## config.mk

```make
export PLATFORM = sky130hd
export DESIGN_NAME = repeater_bus_switch
export DESIGN_NICKNAME = d
export VERILOG_FILES = /design/src/rtl/bus_rep_pkg.sv /design/src/rtl/rep_data_lock.sv /design/src/rtl/rep_clk_steer.sv /design/src/rtl/repeater_bus_switch.sv
export SDC_FILE = /design/constraint.sdc
export NUM_CORES = 1
export LEC_CHECK = 0
export CAP_MARGIN = 20
export CORE_ASPECT_RATIO = 0.9
export CORE_UTILIZATION = 30
export CTS_CLUSTER_DIAMETER = 30
export DETAILED_ROUTE_END_ITERATION = 16
export PLACE_DENSITY = 0.69
export SLEW_MARGIN = 10
export SYNTH_ARGS = -nofsm -noshare
export SYNTH_HDL_FRONTEND = slang
export SYNTH_SLANG_ARGS = --single-unit
```

## constraint.sdc

```tcl
create_clock -name clk -period 0.8 [get_ports clk]
set_input_delay 0.12 -clock clk [delete_from_list [all_inputs] [get_ports clk]]
set_output_delay 0.12 -clock clk [all_outputs]
set_load 0.02 [all_outputs]
```

## src/rtl/bus_rep_pkg.sv

```systemverilog
package bus_rep_pkg;
    typedef enum logic [1:0] {
        LOCK_FREE = 2'd0,
        LOCK_UP   = 2'd1,
        LOCK_DN   = 2'd2
    } lock_e;
endpackage

```

## src/rtl/rep_data_lock.sv

```systemverilog
module rep_data_lock
    import bus_rep_pkg::*;
#(
    parameter int N_CH = 4
) (
    input  logic            clk,
    input  logic            rst_n,
    input  logic [N_CH-1:0] en,
    input  logic            up_lvl,
    input  logic [N_CH-1:0] dn_lvl,
    output logic            up_pull,
    output logic [N_CH-1:0] dn_pull
);
    typedef struct packed {
        lock_e           lock;
        logic            up_pull;
        logic [N_CH-1:0] dn_pull;
    } dl_state_t;

    dl_state_t st_d, st_q;
    logic      dn_all_high;

    always_comb begin
        // disabled channels read as released
        dn_all_high = &(dn_lvl | ~en);
        st_d        = st_q;
        unique case (st_q.lock)
            LOCK_FREE: begin
                if (!up_lvl)          st_d.lock = LOCK_UP;
                else if (!dn_all_high) st_d.lock = LOCK_DN;
            end
            LOCK_UP:  if (up_lvl)      st_d.lock = LOCK_FREE;
            LOCK_DN:  if (dn_all_high) st_d.lock = LOCK_FREE;
            default:                   st_d.lock = LOCK_FREE;
        endcase
        st_d.up_pull = (st_d.lock == LOCK_DN);
        st_d.dn_pull = (st_d.lock == LOCK_UP) ? en : '0;
    end

    always_ff @(posedge clk or negedge rst_n) begin
        if (!rst_n) st_q <= '{lock: LOCK_FREE, up_pull: 1'b0, dn_pull: '0};
        else        st_q <= st_d;
    end

    assign up_pull = st_q.up_pull;
    assign dn_pull = st_q.dn_pull;

    logic past_ok_q;
    always_ff @(posedge clk or negedge rst_n) begin
        if (!rst_n) past_ok_q <= 1'b0;
        else        past_ok_q <= 1'b1;
    end

    assert_off_chan_data_quiet_R1: assert property (@(posedge clk) disable iff (!rst_n)
        past_ok_q |-> ((dn_pull & ~$past(en)) == '0));
    assert_one_owner_R6: assert property (@(posedge clk) disable iff (!rst_n)
        !(up_pull && (|dn_pull)));
    assert_dn_lock_held_R6: assert property (@(posedge clk) disable iff (!rst_n)
        (st_q.lock == LOCK_DN && !dn_all_high) |=> (st_q.lock == LOCK_DN));
    assert_upstream_wins_R7: assert property (@(posedge clk) disable iff (!rst_n)
        (st_q.lock == LOCK_FREE && !up_lvl) |=> (st_q.lock == LOCK_UP));
endmodule

```

## src/rtl/rep_clk_steer.sv

```systemverilog
module rep_clk_steer #(
    parameter int N_CH = 4
) (
    input  logic            clk,
    input  logic            rst_n,
    input  logic            rev,
    input  logic [N_CH-1:0] en,
    input  logic            up_lvl,
    input  logic [N_CH-1:0] dn_lvl,
    output logic            up_pull,
    output logic [N_CH-1:0] dn_pull
);
    typedef struct packed {
        logic            up_pull;
        logic [N_CH-1:0] dn_pull;
    } cs_state_t;

    cs_state_t       st_d, st_q;
    logic [N_CH-1:0] fwd_pull;
    logic [N_CH-1:0] chan_low;

    for (genvar gi = 0; gi < N_CH; gi++) begin : g_chan
        assign fwd_pull[gi] = en[gi] & ~up_lvl;
        assign chan_low[gi] = en[gi] & ~dn_lvl[gi];
    end

    always_comb begin
        st_d = st_q;
        if (rev) begin
            st_d.up_pull = |chan_low;
            st_d.dn_pull = '0;
        end else begin
            st_d.up_pull = 1'b0;
            st_d.dn_pull = fwd_pull;
        end
    end

    always_ff @(posedge clk or negedge rst_n) begin
        if (!rst_n) st_q <= '0;
        else        st_q <= st_d;
    end

    assign up_pull = st_q.up_pull;
    assign dn_pull = st_q.dn_pull;

    logic past_ok_q;
    always_ff @(posedge clk or negedge rst_n) begin
        if (!rst_n) past_ok_q <= 1'b0;
        else        past_ok_q <= 1'b1;
    end

    assert_off_chan_clk_quiet_R1: assert property (@(posedge clk) disable iff (!rst_n)
        past_ok_q |-> ((dn_pull & ~$past(en)) == '0));
    assert_fwd_no_up_pull_R2: assert property (@(posedge clk) disable iff (!rst_n)
        (past_ok_q && !$past(rev)) |-> !up_pull);
    assert_rev_no_dn_pull_R3: assert property (@(posedge clk) disable iff (!rst_n)
        (past_ok_q && $past(rev)) |-> (dn_pull == '0));
endmodule

```

## src/rtl/repeater_bus_switch.sv

```systemverilog
module repeater_bus_switch #(
    parameter int N_CH = 4
) (
    input  logic            clk,
    input  logic            rst_n,
    input  logic [N_CH-1:0] chan_en,
    input  logic            clk_rev,
    input  logic            up_scl_lvl,
    input  logic            up_sda_lvl,
    input  logic [N_CH-1:0] dn_sc_lvl,
    input  logic [N_CH-1:0] dn_sd_lvl,
    output logic            up_scl_pull,
    output logic            up_sda_pull,
    output logic [N_CH-1:0] dn_sc_pull,
    output logic [N_CH-1:0] dn_sd_pull
);
    rep_clk_steer #(.N_CH(N_CH)) i_clk_steer (
        .clk     (clk),
        .rst_n   (rst_n),
        .rev     (clk_rev),
        .en      (chan_en),
        .up_lvl  (up_scl_lvl),
        .dn_lvl  (dn_sc_lvl),
        .up_pull (up_scl_pull),
        .dn_pull (dn_sc_pull)
    );

    rep_data_lock #(.N_CH(N_CH)) i_data_lock (
        .clk     (clk),
        .rst_n   (rst_n),
        .en      (chan_en),
        .up_lvl  (up_sda_lvl),
        .dn_lvl  (dn_sd_lvl),
        .up_pull (up_sda_pull),
        .dn_pull (dn_sd_pull)
    );

    assert_reset_quiet_R9: assert property (@(posedge clk)
        !rst_n |-> (!up_scl_pull && !up_sda_pull && dn_sc_pull == '0 && dn_sd_pull == '0));
endmodule

```

==> impl_summary.md <==
Clock tree
In this run, CTS created clock tree buffers numbering 3. The clock-pin slew on the worst setup and hold paths is 0.07 ns. CTS placed an instance of sky130_fd_sc_hd__clkbuf_4 at the clock tree root. The clock sink count is 12. No sink is reached through more buffers than the 2 on the longest clock path.

The number of buffers added for setup after CTS is 0. CTS built an H-tree with a depth of 1. TritonCTS built the clock tree. The latest clock arrival within the worst-skew pair is 0.26 ns.

Status
The checks that failed: negative setup slack. The run finished, with violations left.

STA
Counting I/O delays and the setup requirement, the final critical path takes ~0.91 ns. Across all hold checks on the routed design, the worst slack comes to between 0.15 and 0.2 ns. The transition time at the pin with the least slew margin is slightly above 0.2 ns. The clock arrives with 0.001105 ns of skew. The final clock period utilization by the worst path is 113.6%. The maximum clock frequency is about 1.1 GHz. The worst slew slack as a fraction of its limit is about 86%. The number of slew-limit violations in the final report is 0.

After routing, the total negative slack on setup checks comes to -0.8872 ns. The number of setup violations in the final report is 10. Setup repair after global routing could not meet its margin everywhere. The post-layout worst setup margin is -0.1091 ns. The number of hold violations in the final report is 0.

Yosys
The distinct cell type count after synthesis is 9. The share of the synthesized area in the top cell type is a little over three fifths. The cell count after synthesis is 38. The average footprint of a synthesized cell is roughly 12 µm². The share of the Yosys chip area taken by registers is 63.32%. The number of nets in the synthesized netlist is 55. The yosys synthesis warning count is 0. The number of synthesized register bits is 12. Summed over all instances, the cell type with the most area after synthesis is sky130_fd_sc_hd__dfrtp_1. The cell area that synthesis handed to floorplanning was around 470 µm².

In the post-synthesis netlist, the biggest area contributors are sky130_fd_sc_hd__dfrtp_1 (63%), sky130_fd_sc_hd__and2_1 (11%), sky130_fd_sc_hd__buf_4 (6.3%).

Setup path
The cell family contributing the most delay on the critical path is flip-flops. Traced cell by cell, the critical path runs through buf_6. The arrival time at the worst endpoint is approximately 0.79 ns. The endpoint type of the worst setup path is an output pin. The biggest cell delay along the critical path is approximately 0.39 ns.

The critical path buffer and inverter count is 1. The largest individual stage delay along the critical path comes from the cell sky130_fd_sc_hd__dfrtp_1. The data required time of the critical path is 0.68 ns. The worst setup path is launched from a flop. The startpoint-to-endpoint class of the critical path is reg2out. Along the worst path, the maximum fanout reaches 1.

Routing
The wire length per cell is 11.08 µm. The final routed DRC violation total is 0. The first routing iteration left 2 violations. After detailed routing, the number of vias per cell comes to 4.407. The final routed wirelength across all metal layers is about 950 µm. Once detail routing completed, the nets flagged for antenna violations numbered 0.

The first TritonRoute pass finished after 5 iterations. Summing over every cut layer, the via total after detailed routing is between 300 and 400.

Die
From left edge to right edge, the die measures between 40 and 50 µm. Row generation in the floorplan step produced 13 rows. The overall die area is between 1500 and 2000 µm². The chip height is approximately 40 µm. The number of top-level pins is 27. The core box area is ~1500 µm².

The effective utilization at floorplan is 32.39%.

Global route
The number of antenna violations at the first check in global routing is 0. The first global-routing pass estimated 1414 µm of wire. Entering global routing, the biggest net connects 13 pins.

The via count of the first global-routing pass is 345. For this run the aggregate overflow at the end of global routing stands at 0. The global-route usage over all layers is about an eighth.

Pwr
The analysis attributes to cell leakage a power of between 0.4 and 0.5 nW. VDD sags by at most around 0.72 mV. Summing internal, switching and leakage power gives about 1.5 mW. Power spread over the standard cell area amounts to 1683 nW/µm².

Place
The final weighted congestion of routability-driven global placement is around 0.70. The HPWL after detailed placement is between 700 and 800 µm. Including well taps, the total number of placed cells is a little over 80. During placement, the flow inserted port buffers numbering 26. The placement-stage worst setup slack is -0.4285 ns.

Layout
The repair_antennas step left the layout with diodes totalling 0. Compared with the post-synthesis result, the final layout area differs by 81.79%. The number of nets at the end of the flow is 89. The finished layout holds 86 standard cells, fillers aside. The ratio of cells with drive above 1 in the final layout is a little over a third.

The number of fillers in the final layout is 133.

Hold path
In this run the worst hold path is classified as in2async.

Job
Max-cap violations in this run came to 0.
-- layer usage --
layer  share of wire, %  wire, µm  vias up  global-route usage, %
met3                5.9        56        2                  1.843
met1                 40       382      173                  12.92
met2                 52       497       17                  21.27
met4                1.7        16        0                  11.36
li1                   -         -      187                      -
met5                  0         0        -                      0
-- cell families after synthesis --
| logic type | count (synthesis) | synth area share (%) |
|---|---|---|
| buffers and inverters | 4 | 6.333 |
| and+or+nand+nor | 18 | 22.69 |
| AOI/OAI and AO/OA | 4 | 7.653 |
| DFF | 12 | 63.32 |
-- power by group --
part	switching, mW	total [mW]	internal [mW]	leakage [nW]
clock	0.191	0.467	0.276	0.0210
sequential	0.0239	0.671	0.647	0.157
combinational	0.122	0.313	0.190	0.227
total	0.337	1.45	1.11	0.405
-- registers in the layout (all words and copies together) (netlist names) --
| register | count |
|---|---|
| i_clk_steer.dn_pull | 4 |
| i_data_lock.dn_pull | 4 |
| i_data_lock.up_pull | 1 |
| i_clk_steer.up_pull | 1 |
| i_data_lock.st_q | 2 |
-- final timing paths --
kind                                                from                               end  slack (ns)  cells past startpoint
max                        i_clk_steer.up_pull$_DFF_PN0_                       up_scl_pull       -0.11                      1
min                                                rst_n  i_data_lock.dn_pull[1]$_DFF_PN0_        0.17                      2
max reg2reg                i_data_lock.st_q[6]$_DFF_PN0_     i_data_lock.st_q[6]$_DFF_PN0_        0.04                      2
min reg2reg                i_data_lock.st_q[5]$_DFF_PN0_     i_data_lock.up_pull$_DFF_PN0_        0.52                      2
max in group asynchronous                          rst_n  i_clk_steer.dn_pull[1]$_DFF_PN0_        0.52                      2
min in group clk                              chan_en[0]  i_clk_steer.dn_pull[0]$_DFF_PN0_        0.32                      3
-- stage by stage --
step / utilization (%) / instance area [µm²]
final: 58.89 / 862.1
after global routing: 58.89 / 862.1
after CTS: 56.75 / 830.8
after detailed placement: 53.85 / 788.3
after global placement: 53.85 / 788.3
after floorplan: - / 474.2
-- cells in the final DEF, fill, tap and decap left out --
cell type	count
sky130_fd_sc_hd__buf_12	1
sky130_fd_sc_hd__nor2_1	1
sky130_fd_sc_hd__and2_1	8
sky130_fd_sc_hd__a41oi_2	2
sky130_fd_sc_hd__dlygate4sd2_1	7
sky130_fd_sc_hd__clkdlybuf4s50_1	9
sky130_fd_sc_hd__o41a_1	1
sky130_fd_sc_hd__clkbuf_8	1
sky130_fd_sc_hd__nor2_4	1
sky130_fd_sc_hd__dfrtp_1	12
sky130_fd_sc_hd__nor2b_1	4
sky130_fd_sc_hd__clkbuf_4	3
sky130_fd_sc_hd__o21bai_4	1
sky130_fd_sc_hd__nand2b_1	4
sky130_fd_sc_hd__buf_6	10
sky130_fd_sc_hd__buf_4	6
-- Yosys cell counts --
master and number:
sky130_fd_sc_hd__dfrtp_1 12, sky130_fd_sc_hd__and2_1 8, sky130_fd_sc_hd__buf_4 4, sky130_fd_sc_hd__nand2b_1 4
sky130_fd_sc_hd__nor2b_1 4, sky130_fd_sc_hd__a41oi_1 2, sky130_fd_sc_hd__nor2_1 2, sky130_fd_sc_hd__o21bai_1 1
sky130_fd_sc_hd__o41a_1 1
-- area by class of cell --
cell class | instances | area, µm² | share of cell area, %
timing repair buffer | 33 | 329.1 | 38.17
sequential | 12 | 300.3 | 34.83
clock buffer | 4 | 36.28 | 4.209
multi-input combinational | 22 | 177.7 | 20.61
tap | 15 | 18.77 | 2.177
-- what timing repair did --
action                     4_1_cts  5_1_grt
resized for setup               68        5
setup endpoints to repair       18       16
pin swaps                        1        2
hold buffers                     0        0
(Power assumes the default switching activity.)
